### src/rtl/spi_hcp_pkg.sv
package spi_hcp_pkg;

    localparam int BYTE_W = 8;

    localparam logic [BYTE_W-1:0] OPEN_WRITE = 8'h80;
    localparam logic [BYTE_W-1:0] OPEN_READ  = 8'h81;

    // Phase of the current chip-select window
    typedef enum logic [1:0] {
        PH_OPEN   = 2'd0,
        PH_WRITE  = 2'd1,
        PH_READ   = 2'd2,
        PH_IGNORE = 2'd3
    } phase_e;

    function automatic phase_e decode_open(input logic [BYTE_W-1:0] b);
        phase_e p;
        case (b)
            OPEN_WRITE: p = PH_WRITE;
            OPEN_READ:  p = PH_READ;
            default:    p = PH_IGNORE;
        endcase
        return p;
    endfunction

endpackage

### src/rtl/spi_hcp_sync.sv
module spi_hcp_sync #(
    parameter int   STAGES  = 2,
    parameter logic RST_VAL = 1'b0
) (
    input  logic clk,
    input  logic rst,
    input  logic din,
    output logic dout
);
    logic [STAGES-1:0] chain;

    always_ff @(posedge clk) begin
        if (rst) chain <= {STAGES{RST_VAL}};
        else     chain <= {chain[STAGES-2:0], din};
    end

    assign dout = chain[STAGES-1];
endmodule

### src/rtl/spi_hcp_fifo.sv
module spi_hcp_fifo #(
    parameter int DEPTH = 4,
    parameter int W     = 8,
    localparam int AW   = (DEPTH > 1) ? $clog2(DEPTH) : 1,
    localparam int CW   = $clog2(DEPTH + 1)
) (
    input  logic          clk,
    input  logic          rst,
    input  logic          wr_en,
    input  logic [W-1:0]  wr_data,
    input  logic          rd_en,
    output logic [W-1:0]  rd_data,
    output logic [CW-1:0] count
);
    logic [W-1:0]  mem [DEPTH];
    logic [AW-1:0] wr_ptr, rd_ptr;
    logic          do_wr, do_rd;

    assign do_wr = wr_en && (count != CW'(DEPTH));
    assign do_rd = rd_en && (count != '0);

    always_ff @(posedge clk) begin
        if (do_wr) mem[wr_ptr] <= wr_data;
    end

    always_ff @(posedge clk) begin
        if (rst) begin
            wr_ptr <= '0;
            rd_ptr <= '0;
            count  <= '0;
        end else begin
            if (do_wr) wr_ptr <= (wr_ptr == AW'(DEPTH-1)) ? '0 : wr_ptr + 1'b1;
            if (do_rd) rd_ptr <= (rd_ptr == AW'(DEPTH-1)) ? '0 : rd_ptr + 1'b1;
            case ({do_wr, do_rd})
                2'b10:   count <= count + 1'b1;
                2'b01:   count <= count - 1'b1;
                default: count <= count;
            endcase
        end
    end

    assign rd_data = mem[rd_ptr];

    AST_NO_OVERFLOW: assert property (@(posedge clk) disable iff (rst)
        (count == CW'(DEPTH)) |-> !wr_en);
    AST_EMPTY_HOLDS: assert property (@(posedge clk) disable iff (rst)
        ((count == '0) && !wr_en) |=> (count == '0));
endmodule

### src/rtl/spi_hcp_frame.sv
module spi_hcp_frame
    import spi_hcp_pkg::*;
(
    input  logic              clk,
    input  logic              rst,
    input  logic              cs_n_s,
    input  logic              sclk_s,
    input  logic              mosi_s,
    input  logic              rx_accept,
    input  logic              tx_empty,
    input  logic [BYTE_W-1:0] tx_head,
    output logic              rx_push,
    output logic [BYTE_W-1:0] rx_byte,
    output logic              tx_pop,
    output logic              miso,
    output logic              underflow
);
    phase_e            phase;
    logic [2:0]        bit_cnt;
    logic [BYTE_W-2:0] in_sh;
    logic [BYTE_W-1:0] out_sh;
    logic              held;
    logic              sclk_d;
    logic              active, rise, fall, first_bit;
    logic [BYTE_W-1:0] in_next;

    assign active    = !cs_n_s;
    assign rise      = sclk_s && !sclk_d;
    assign fall      = !sclk_s && sclk_d;
    assign in_next   = {in_sh, mosi_s};
    assign first_bit = active && rise && (phase == PH_READ) && (bit_cnt == 3'd0);

    assign rx_push = active && rise && (bit_cnt == 3'd7) && (phase == PH_WRITE) && rx_accept;
    assign rx_byte = in_next;
    assign tx_pop  = first_bit && held;
    assign miso    = (phase == PH_READ) && out_sh[BYTE_W-1];

    always_ff @(posedge clk) begin
        if (rst) begin
            sclk_d    <= 1'b0;
            phase     <= PH_OPEN;
            bit_cnt   <= '0;
            in_sh     <= '0;
            out_sh    <= '0;
            held      <= 1'b0;
            underflow <= 1'b0;
        end else begin
            sclk_d <= sclk_s;
            if (first_bit && !held) underflow <= 1'b1;
            if (!active) begin
                phase   <= PH_OPEN;
                bit_cnt <= '0;
                out_sh  <= '0;
                held    <= 1'b0;
            end else begin
                if (rise) begin
                    in_sh   <= in_next[BYTE_W-2:0];
                    bit_cnt <= bit_cnt + 3'd1;
                    if (bit_cnt == 3'd7 && phase == PH_OPEN) phase <= decode_open(in_next);
                end
                if (fall && phase == PH_READ) begin
                    if (bit_cnt == 3'd0) begin
                        out_sh <= tx_empty ? '0 : tx_head;
                        held   <= !tx_empty;
                    end else begin
                        out_sh <= {out_sh[BYTE_W-2:0], 1'b0};
                    end
                end
            end
        end
    end

    AST_IGNORE_INERT: assert property (@(posedge clk) disable iff (rst)
        (phase == PH_IGNORE) |-> (!rx_push && !tx_pop && !miso));
    AST_OPEN_NO_PUSH: assert property (@(posedge clk) disable iff (rst)
        (phase == PH_OPEN) |-> !rx_push);
    AST_IDLE_QUIET: assert property (@(posedge clk) disable iff (rst)
        $past(cs_n_s) |-> !miso);
endmodule

### src/rtl/spi_host_port.sv
module spi_host_port
    import spi_hcp_pkg::*;
#(
    parameter int RX_DEPTH    = 4,
    parameter int TX_DEPTH    = 4,
    parameter int SYNC_STAGES = 2,
    localparam int RX_CW      = $clog2(RX_DEPTH + 1),
    localparam int TX_CW      = $clog2(TX_DEPTH + 1)
) (
    input  logic              clk,
    input  logic              rst,
    input  logic              spi_cs_n,
    input  logic              spi_sclk,
    input  logic              spi_mosi,
    output logic              spi_miso,
    output logic              host_irq,
    output logic              host_busy_n,
    output logic              rx_valid,
    input  logic              rx_ready,
    output logic [BYTE_W-1:0] rx_data,
    input  logic              tx_valid,
    output logic              tx_ready,
    input  logic [BYTE_W-1:0] tx_data,
    output logic              tx_underflow
);
    logic              cs_n_s, sclk_s, mosi_s;
    logic              rx_push, tx_pop;
    logic [BYTE_W-1:0] rx_byte, tx_head;
    logic [RX_CW-1:0]  rx_count;
    logic [TX_CW-1:0]  tx_count;
    logic              tx_empty;

    spi_hcp_sync #(.STAGES(SYNC_STAGES), .RST_VAL(1'b1)) u_sync_cs (
        .clk(clk), .rst(rst), .din(spi_cs_n), .dout(cs_n_s));
    spi_hcp_sync #(.STAGES(SYNC_STAGES), .RST_VAL(1'b0)) u_sync_sclk (
        .clk(clk), .rst(rst), .din(spi_sclk), .dout(sclk_s));
    spi_hcp_sync #(.STAGES(SYNC_STAGES), .RST_VAL(1'b0)) u_sync_mosi (
        .clk(clk), .rst(rst), .din(spi_mosi), .dout(mosi_s));

    spi_hcp_frame u_frame (
        .clk(clk), .rst(rst),
        .cs_n_s(cs_n_s), .sclk_s(sclk_s), .mosi_s(mosi_s),
        .rx_accept(host_busy_n), .tx_empty(tx_empty), .tx_head(tx_head),
        .rx_push(rx_push), .rx_byte(rx_byte), .tx_pop(tx_pop),
        .miso(spi_miso), .underflow(tx_underflow));

    spi_hcp_fifo #(.DEPTH(RX_DEPTH), .W(BYTE_W)) u_rx_q (
        .clk(clk), .rst(rst),
        .wr_en(rx_push), .wr_data(rx_byte),
        .rd_en(rx_ready), .rd_data(rx_data), .count(rx_count));

    spi_hcp_fifo #(.DEPTH(TX_DEPTH), .W(BYTE_W)) u_tx_q (
        .clk(clk), .rst(rst),
        .wr_en(tx_valid && tx_ready), .wr_data(tx_data),
        .rd_en(tx_pop), .rd_data(tx_head), .count(tx_count));

    assign rx_valid    = (rx_count != '0);
    assign host_busy_n = (rx_count < RX_CW'(RX_DEPTH - 1));
    assign tx_empty    = (tx_count == '0);
    assign tx_ready    = (tx_count != TX_CW'(TX_DEPTH));
    assign host_irq    = !tx_empty;

    AST_BUSY_BLOCKS_PUSH: assert property (@(posedge clk) disable iff (rst)
        !host_busy_n |-> !rx_push);
    AST_IRQ_FALLS_ON_POP: assert property (@(posedge clk) disable iff (rst)
        $fell(host_irq) |-> $past(tx_pop));
    AST_UNDERFLOW_STICKY: assert property (@(posedge clk) disable iff (rst)
        $past(tx_underflow) |-> tx_underflow);
endmodule

### config.mk
export PLATFORM = sky130hd
export DESIGN_NAME = spi_host_port
export DESIGN_NICKNAME = d
export VERILOG_FILES = /design/src/rtl/spi_hcp_pkg.sv /design/src/rtl/spi_hcp_sync.sv /design/src/rtl/spi_hcp_fifo.sv /design/src/rtl/spi_hcp_frame.sv /design/src/rtl/spi_host_port.sv
export SDC_FILE = /design/constraint.sdc
export NUM_CORES = 1
export LEC_CHECK = 0
export ABC_AREA = 1
export BUFFER_PORTS_ARGS = -buffer_cell sky130_fd_sc_hd__buf_2
export CORE_ASPECT_RATIO = 1.4
export CORE_MARGIN = 1.5
export CORE_UTILIZATION = 55
export DETAILED_ROUTE_END_ITERATION = 16
export GPL_ROUTABILITY_DRIVEN = 0
export GPL_TIMING_DRIVEN = 0
export PLACE_DENSITY = 0.73
export SKIP_CTS_REPAIR_TIMING = 1
export SLEW_MARGIN = 15
export SYNTH_ARGS = -nofsm -noshare
export SYNTH_HDL_FRONTEND = slang
export SYNTH_SLANG_ARGS = --single-unit
### constraint.sdc
create_clock -name clk -period 3.6 [get_ports clk]
set_input_delay 0.36 -clock clk [delete_from_list [all_inputs] [get_ports clk]]
set_output_delay 0.36 -clock clk [all_outputs]
set_load 0.02 [all_outputs]
==> impl_metrics.toml, run 1 <==
[timing]
fmax_mhz = 454.1
fin_crit_sh_pct = 61.18
fin_hold_ws_ns = 0.1927
fin_tns_setup_ns = 0
slew_viol_final = 0
fin_skew_ns = 0.007197
setup_viol = 0
setup_slack_ns = 1.398
hold_violations = 0
maxSlewHeadroom_pct = 48.34
fin_crit_ns = 2.202
tightest_slew_ns = 0.7720
rsz0062_at_grt = "false"

[routing]
wire_per_inst_um = 13.34
via_count = 3036
drc = 0
ant_nets = 0
vias_per_cell = 5.146
drtIter0Drc = 199
wl_um = 7873
drtPass1Iterations = 4

[layout]
nFillCells = 684
area_growth_pct = 12.03
regArea_sq_um = 2863
drive_above_1_share_pct = 14.75
multi_input_area_sq_um = 1410
fin_nets = 515
layout_common_cells = "nor2_1 (69), edfxtp_1 (64), nand2_1 (52)"
n_antenna_cell = 0
layout_commonest_cell = "nor2_1"

[logic_synthesis]
yosysSeqAreaShare_pct = 62.98
netlist_instances = 445
synth.avg_cell_area_sq_um = 10.21
netlist_area_sq_um = 4546
yosys.cell_types.count = 29
yosys_register_bits = 111
synth_nets = 477
ys.warnings.count = 0

[floorplanning]
die_h_um = 110.6
pin_count = 29
core_sq_um = 8100
die_w_um = 79.84
dieArea_sq_um = 8827
rows = 39
start_util_pct = 56.12

[global_route]
gr-total-overflow = 0
grt_use_total_pct = 19.17
busiest_layer = "met2"
grt_pass1_vias = 2999
antenna_found_initial = 0
grt_pass1_wl_um = 13050
grt_max_degree = 20
use_met3_pct = 2.231
grt_util_met1_pct = 18.94
grt_use_met2_pct = 37.97

[worst_setup_path]
path_common_cell = "inv_1"
required_ns = 3.88
cp_cell_sequence = "inv_1 > ha_1 > inv_1 > nor2_2 > nand2_2 > nor2_4 > ha_1 > inv_1 > fa_1 > a21oi_1 > o21ai_0 > nand2_1 > nand2_1 > nor2_1"
setup.worst_path.start_class = "flop"
end_kind = "flop"
critical_path_arrival_ns = 2.48
critical_path.max_stage_delay_ns = 0.38
cpMaxStageDelayCell = "fa_1"
worstPathMaxFanout = 4
path_class = "flop to flop"

[power]
sequentialPowerShare_pct = 57.3
p_int_mw = 1.882
p_comb_share_pct = 3.5
p_leak_nw = 1.998
power_switching_mw = 0.5058
switching_share_pct = 21.18
max-vdd-ir-drop_v = 0.0003674
pwr-share-clk_pct = 39.2
p_per_area_nw_per_um2 = 469.0

[flow_run]
cap_viol_max_count = 0

[placed_design]
post-place-ws_ns = 1.390
io_buffers = 27
dpl.hpwl_um = 5769

[cts]
clock-sinks = 111
cts_root_buffer = "clkbuf_16"
cts_tree = "done"
cts_max_level = 3
cts_inserted_buffers = 9
clk_latency_ns = 0.34
clk_path_buf_depth = 2
path_clk_slew_ns = 0.07

[run_status]
outcome = "finished clean"

[min_path]
hold_path_class = "input pin to flop"
-- cell usage after synthesis, drive strengths merged --
cell	instances	area share, %
edfxtp	64	42
fa	2	0.88
o22ai	8	1.1
buf	10	1.5
nand2	56	4.8
dfxtp	47	21
o21ai	43	4.7
ha	15	4.1
a31oi	1	0.14
clkbuf	1	0.082
nand3	30	3.4
inv	53	4.4
nand4	2	0.61
nor3	2	0.47
nor2	73	6.4
a21oi	35	3.9
or2	3	0.41
-- power by group through the flow --
stage | logic (mW) | registers [mW] | clock network (mW)
2_1_floorplan | 0.0570 | 1.39 | 0
3_3_place_gp | 0.0828 | 1.40 | 0
3_5_place_dp | 0.0848 | 1.40 | 0
4_1_cts | 0.0854 | 1.37 | 0.943
5_1_grt | 0.0981 | 1.37 | 0.995
6_report | 0.0834 | 1.37 | 0.936
-- registers in the layout, indices dropped and copies added (netlist names), 3 cells and up, named ones only --
name	flops
u_frame.out_sh	8
u_rx_q.count	3
u_rx_q.mem	32
u_tx_q.count	3
u_tx_q.mem	32
u_frame.bit_cnt	3
u_frame.in_sh	7
-- layer usage --
| metal | up-vias | routed length (um) |
|---|---|---|
| li1 | 1573 | - |
| met1 | 1408 | 2990 |
| met2 | 42 | 4550 |
| met3 | 13 | 183 |
| met4 | 0 | 148 |
| met5 | - | 0 |
-- path summary, 6_finish.rpt --
check	cells after the start	from	slack (ns)	endpoint
worst max-delay path	14	u_frame.bit_cnt[0]	1.40	u_tx_q.count[2]
worst min-delay path	2	spi_cs_n	0.19	u_sync_cs.chain[0]
worst max register to register	14	u_frame.bit_cnt[0]	1.40	u_tx_q.count[2]
worst min register to register	2	u_sync_sclk.chain[0]	0.41	u_sync_sclk.chain[1]
-- cell families after synthesis --
logic type / count (synthesis) / share of synthesized area, %
buffers and inverters: 64 / 6.000
AOI/OAI and AO/OA: 87 / 9.909
and+or+nand+nor: 166 / 16.10
adders and majority gates: 17 / 5.010
DFF: 111 / 62.98
-- worst max-delay path, delay by kind of cell, from the launching register on --
kind	cells	cell delay (ns)
AO/OA/AOI/OAI	2	0.27
adder cells (fa/ha/maj)	3	0.69
buffers and inverters	3	0.20
flip-flops	1	0.32
AND/OR/NAND/NOR	6	0.66
-- metrics by stage --
stage                     instance area [sq um]  util, %  power (mW)  cells
after floorplan                            4546        -       1.452    445
after global placement                     4808    59.36       1.480    574
after global routing                       5092    62.87       2.464    590
final                                      5092    62.87       2.388    590
after detailed placement                   4808    59.36       1.483    574
after CTS                                  5092    62.87       2.397    590
-- area by class of cell --
type	instances	area share [%]
clock inverters	5	0.8108
repair buffers	27	2.654
well taps	102	2.506
flip-flops and latches	111	56.22
multi-input cells	270	27.69
clock buffers	11	4.767
inverters	53	3.956
plain buffers	11	1.400
No activity file was read; power rests on OpenSTA's default activity.
==> inputs of run 2 (changes only) <==
--- a/config.mk
+++ b/config.mk
@@ -9,11 +9,11 @@
 export BUFFER_PORTS_ARGS = -buffer_cell sky130_fd_sc_hd__buf_2
 export CORE_ASPECT_RATIO = 1.4
 export CORE_MARGIN = 1.5
-export CORE_UTILIZATION = 55
+export CORE_UTILIZATION = 54
 export DETAILED_ROUTE_END_ITERATION = 16
 export GPL_ROUTABILITY_DRIVEN = 0
 export GPL_TIMING_DRIVEN = 0
-export PLACE_DENSITY = 0.73
+export PLACE_DENSITY = 0.75
 export SKIP_CTS_REPAIR_TIMING = 1
 export SLEW_MARGIN = 15
 export SYNTH_ARGS = -nofsm -noshare
==> constraint.sdc (replaced) <==
create_clock -name clk -period 1.8 [get_ports clk]
set_input_delay 0.18 -clock clk [delete_from_list [all_inputs] [get_ports clk]]
set_output_delay 0.18 -clock clk [all_outputs]
set_load 0.02 [all_outputs]
==> run 2 against run 1 <==
Net effect: the flow now finishes with violations (negative setup slack); hold slack got worse by 0.18 ns; final area rose by 3.9%; core utilization rose by 2.0 points; routed wire length rose by 0.80%; combinational power rose by 120%; setup slack got worse by 1.6 ns; non-clock buffer count rose by 10; critical path depth fell by 2; die area rose by 1.8%; via count rose by 1.8%; clock skew fell by 0.0011 ns.
==> impl_metrics.toml, run 2 (synthesis results as in run 1) <==
[run_status]
outcome = "finished with violations"
violations = "negative setup slack"

[placed_design]
dp_cells = 574
io_buffers = 27
dpl.hpwl_um = 5690
post-place-ws_ns = -0.2565

[floorplanning]
die_w_um = 80.54
die_h_um = 111.6
dieArea_sq_um = 8985
start_util_pct = 55.78
rows = 39
pin_count = 29
core_sq_um = 8149

[timing]
fin_skew_ns = 0.006073
fin_crit_sh_pct = 111.7
setup_slack_ns = -0.2099
setup_viol = 20
rsz0062_at_grt = "true"
tightest_slew_ns = 0.7527
slew_viol_final = 0
hold_violations = 0
fin_crit_ns = 2.010
fmax_mhz = 497.5
maxSlewHeadroom_pct = 49.63

[worst_setup_path]
required_ns = 2.02
cpMaxStageDelayCell = "fa_2"
setup.worst_path.start_class = "flop"
critical_path_arrival_ns = 2.23
path_class = "flop to flop"
critical_path.max_stage_delay_ns = 0.51
cp_top_family = "adder cells"
end_kind = "flop"
worstPathMaxFanout = 4
path_common_cell = "inv_2"
path_buf_inv = 3
cp_cell_sequence = "inv_2 > ha_4 > inv_2 > nor2_4 > nand2_4 > nor2_4 > ha_2 > inv_2 > fa_2 > nor2_1 > a21oi_1 > nor2_1"

[global_route]
grt_pass1_vias = 2992
grt_max_degree = 18
gr-total-overflow = 0
grt_use_total_pct = 18.85
antenna_found_initial = 0
grt_pass1_wl_um = 12860

[cts]
clk_latency_ns = 0.35
cts_max_level = 3
cts_inserted_buffers = 9
clock-sinks = 111
clk_path_buf_depth = 2
cts_root_buffer = "clkbuf_16"
cts_tree = "done"
path_clk_slew_ns = 0.07

[routing]
drtIter0Drc = 123
wire_per_inst_um = 13.23
wl_um = 7936
ant_nets = 0
via_count = 3090
drc = 0
drtPass1Iterations = 5
vias_per_cell = 5.150

[power]
p_per_area_nw_per_um2 = 886.5
max-vdd-ir-drop_v = 0.0006630
p_comb_share_pct = 3.9
finalPower_mw = 4.689
p_int_mw = 3.716
sequentialPowerShare_pct = 58.4
pwr-share-clk_pct = 37.6
switching_share_pct = 20.75
p_leak_nw = 2.042
power_switching_mw = 0.9728

[layout]
multi_input_area_sq_um = 1541
fin_cells = 600
drive_above_1_share_pct = 21.69
layout_commonest_cell = "nor2_1"
regArea_sq_um = 2867
fin_nets = 525
area_growth_pct = 16.35
n_antenna_cell = 0
layout_common_cells = "nor2_1 (65), edfxtp_1 (64), nand2_1 (50)"
reg_top3 = "u_rx_q.mem x32, u_tx_q.mem x32, u_frame.out_sh x8"
nFillCells = 637

[min_path]
hold_path_class = "input pin to flop"

[flow_run]
cap_viol_max_count = 0
==> run 2: worst reg2reg max path: stages (launching register included) <==
cell	delay, ns
dfxtp_2	0.34
inv_2	0.08
ha_4	0.13
inv_2	0.04
nor2_4	0.15
nand2_4	0.08
nor2_4	0.13
ha_2	0.18
inv_2	0.04
fa_2	0.51
nor2_1	0.04
a21oi_1	0.11
nor2_1	0.05
==> run 2: final timing paths <==
check	cells past startpoint	slack, ns	start	endpoint
worst max register to register	12	-0.21	u_frame.bit_cnt[1]	u_tx_q.count[1]
worst min register to register	2	0.41	u_sync_mosi.chain[0]	u_sync_mosi.chain[1]
worst max-delay path	12	-0.21	u_frame.bit_cnt[1]	u_tx_q.count[1]
worst min-delay path	2	0.01	spi_cs_n	u_sync_cs.chain[0]
==> run 2: area by class of cell <==
type | instances | share of cell area, %
inverter | 53 | 3.856
clock inverter | 6 | 0.6861
clock buffer | 10 | 4.329
sequential | 111 | 54.20
buffer | 11 | 1.396
timing repair buffer | 37 | 3.974
multi-input combinational | 270 | 29.15
tap | 102 | 2.413
==> run 2: through the flow <==
stage | util (%) | cell area, sq um | hold slack [ns] | TNS, ns
3_5_place_dp | 59.65 | 4861 | 0.3681 | -7.509
3_3_place_gp | 59.65 | 4861 | 0.3698 | -6.434
2_1_floorplan | - | 4598 | 0.2789 | -0.2039
4_1_cts | 62.91 | 5126 | 0.006228 | -8.237
5_1_grt | 64.90 | 5289 | 0.02288 | -5.462
6_report | 64.90 | 5289 | 0.01416 | -2.678
==> run 2: power groups by stage <==
| stage | sequential [mW] | clock, mW | combinational [mW] |
|---|---|---|---|
| 2_1_floorplan | 2.79 | 0 | 0.118 |
| 3_3_place_gp | 2.79 | 0 | 0.169 |
| 3_5_place_dp | 2.80 | 0 | 0.175 |
| 4_1_cts | 2.74 | 1.80 | 0.177 |
| 5_1_grt | 2.74 | 1.89 | 0.210 |
| 6_report | 2.74 | 1.76 | 0.185 |
==> run 2: layer usage <==
layer  GRT usage (%)  wire, um
met5               0         0
met3           3.689       212
met2           36.92      4642
met1           17.77      2916
met4           8.966       164
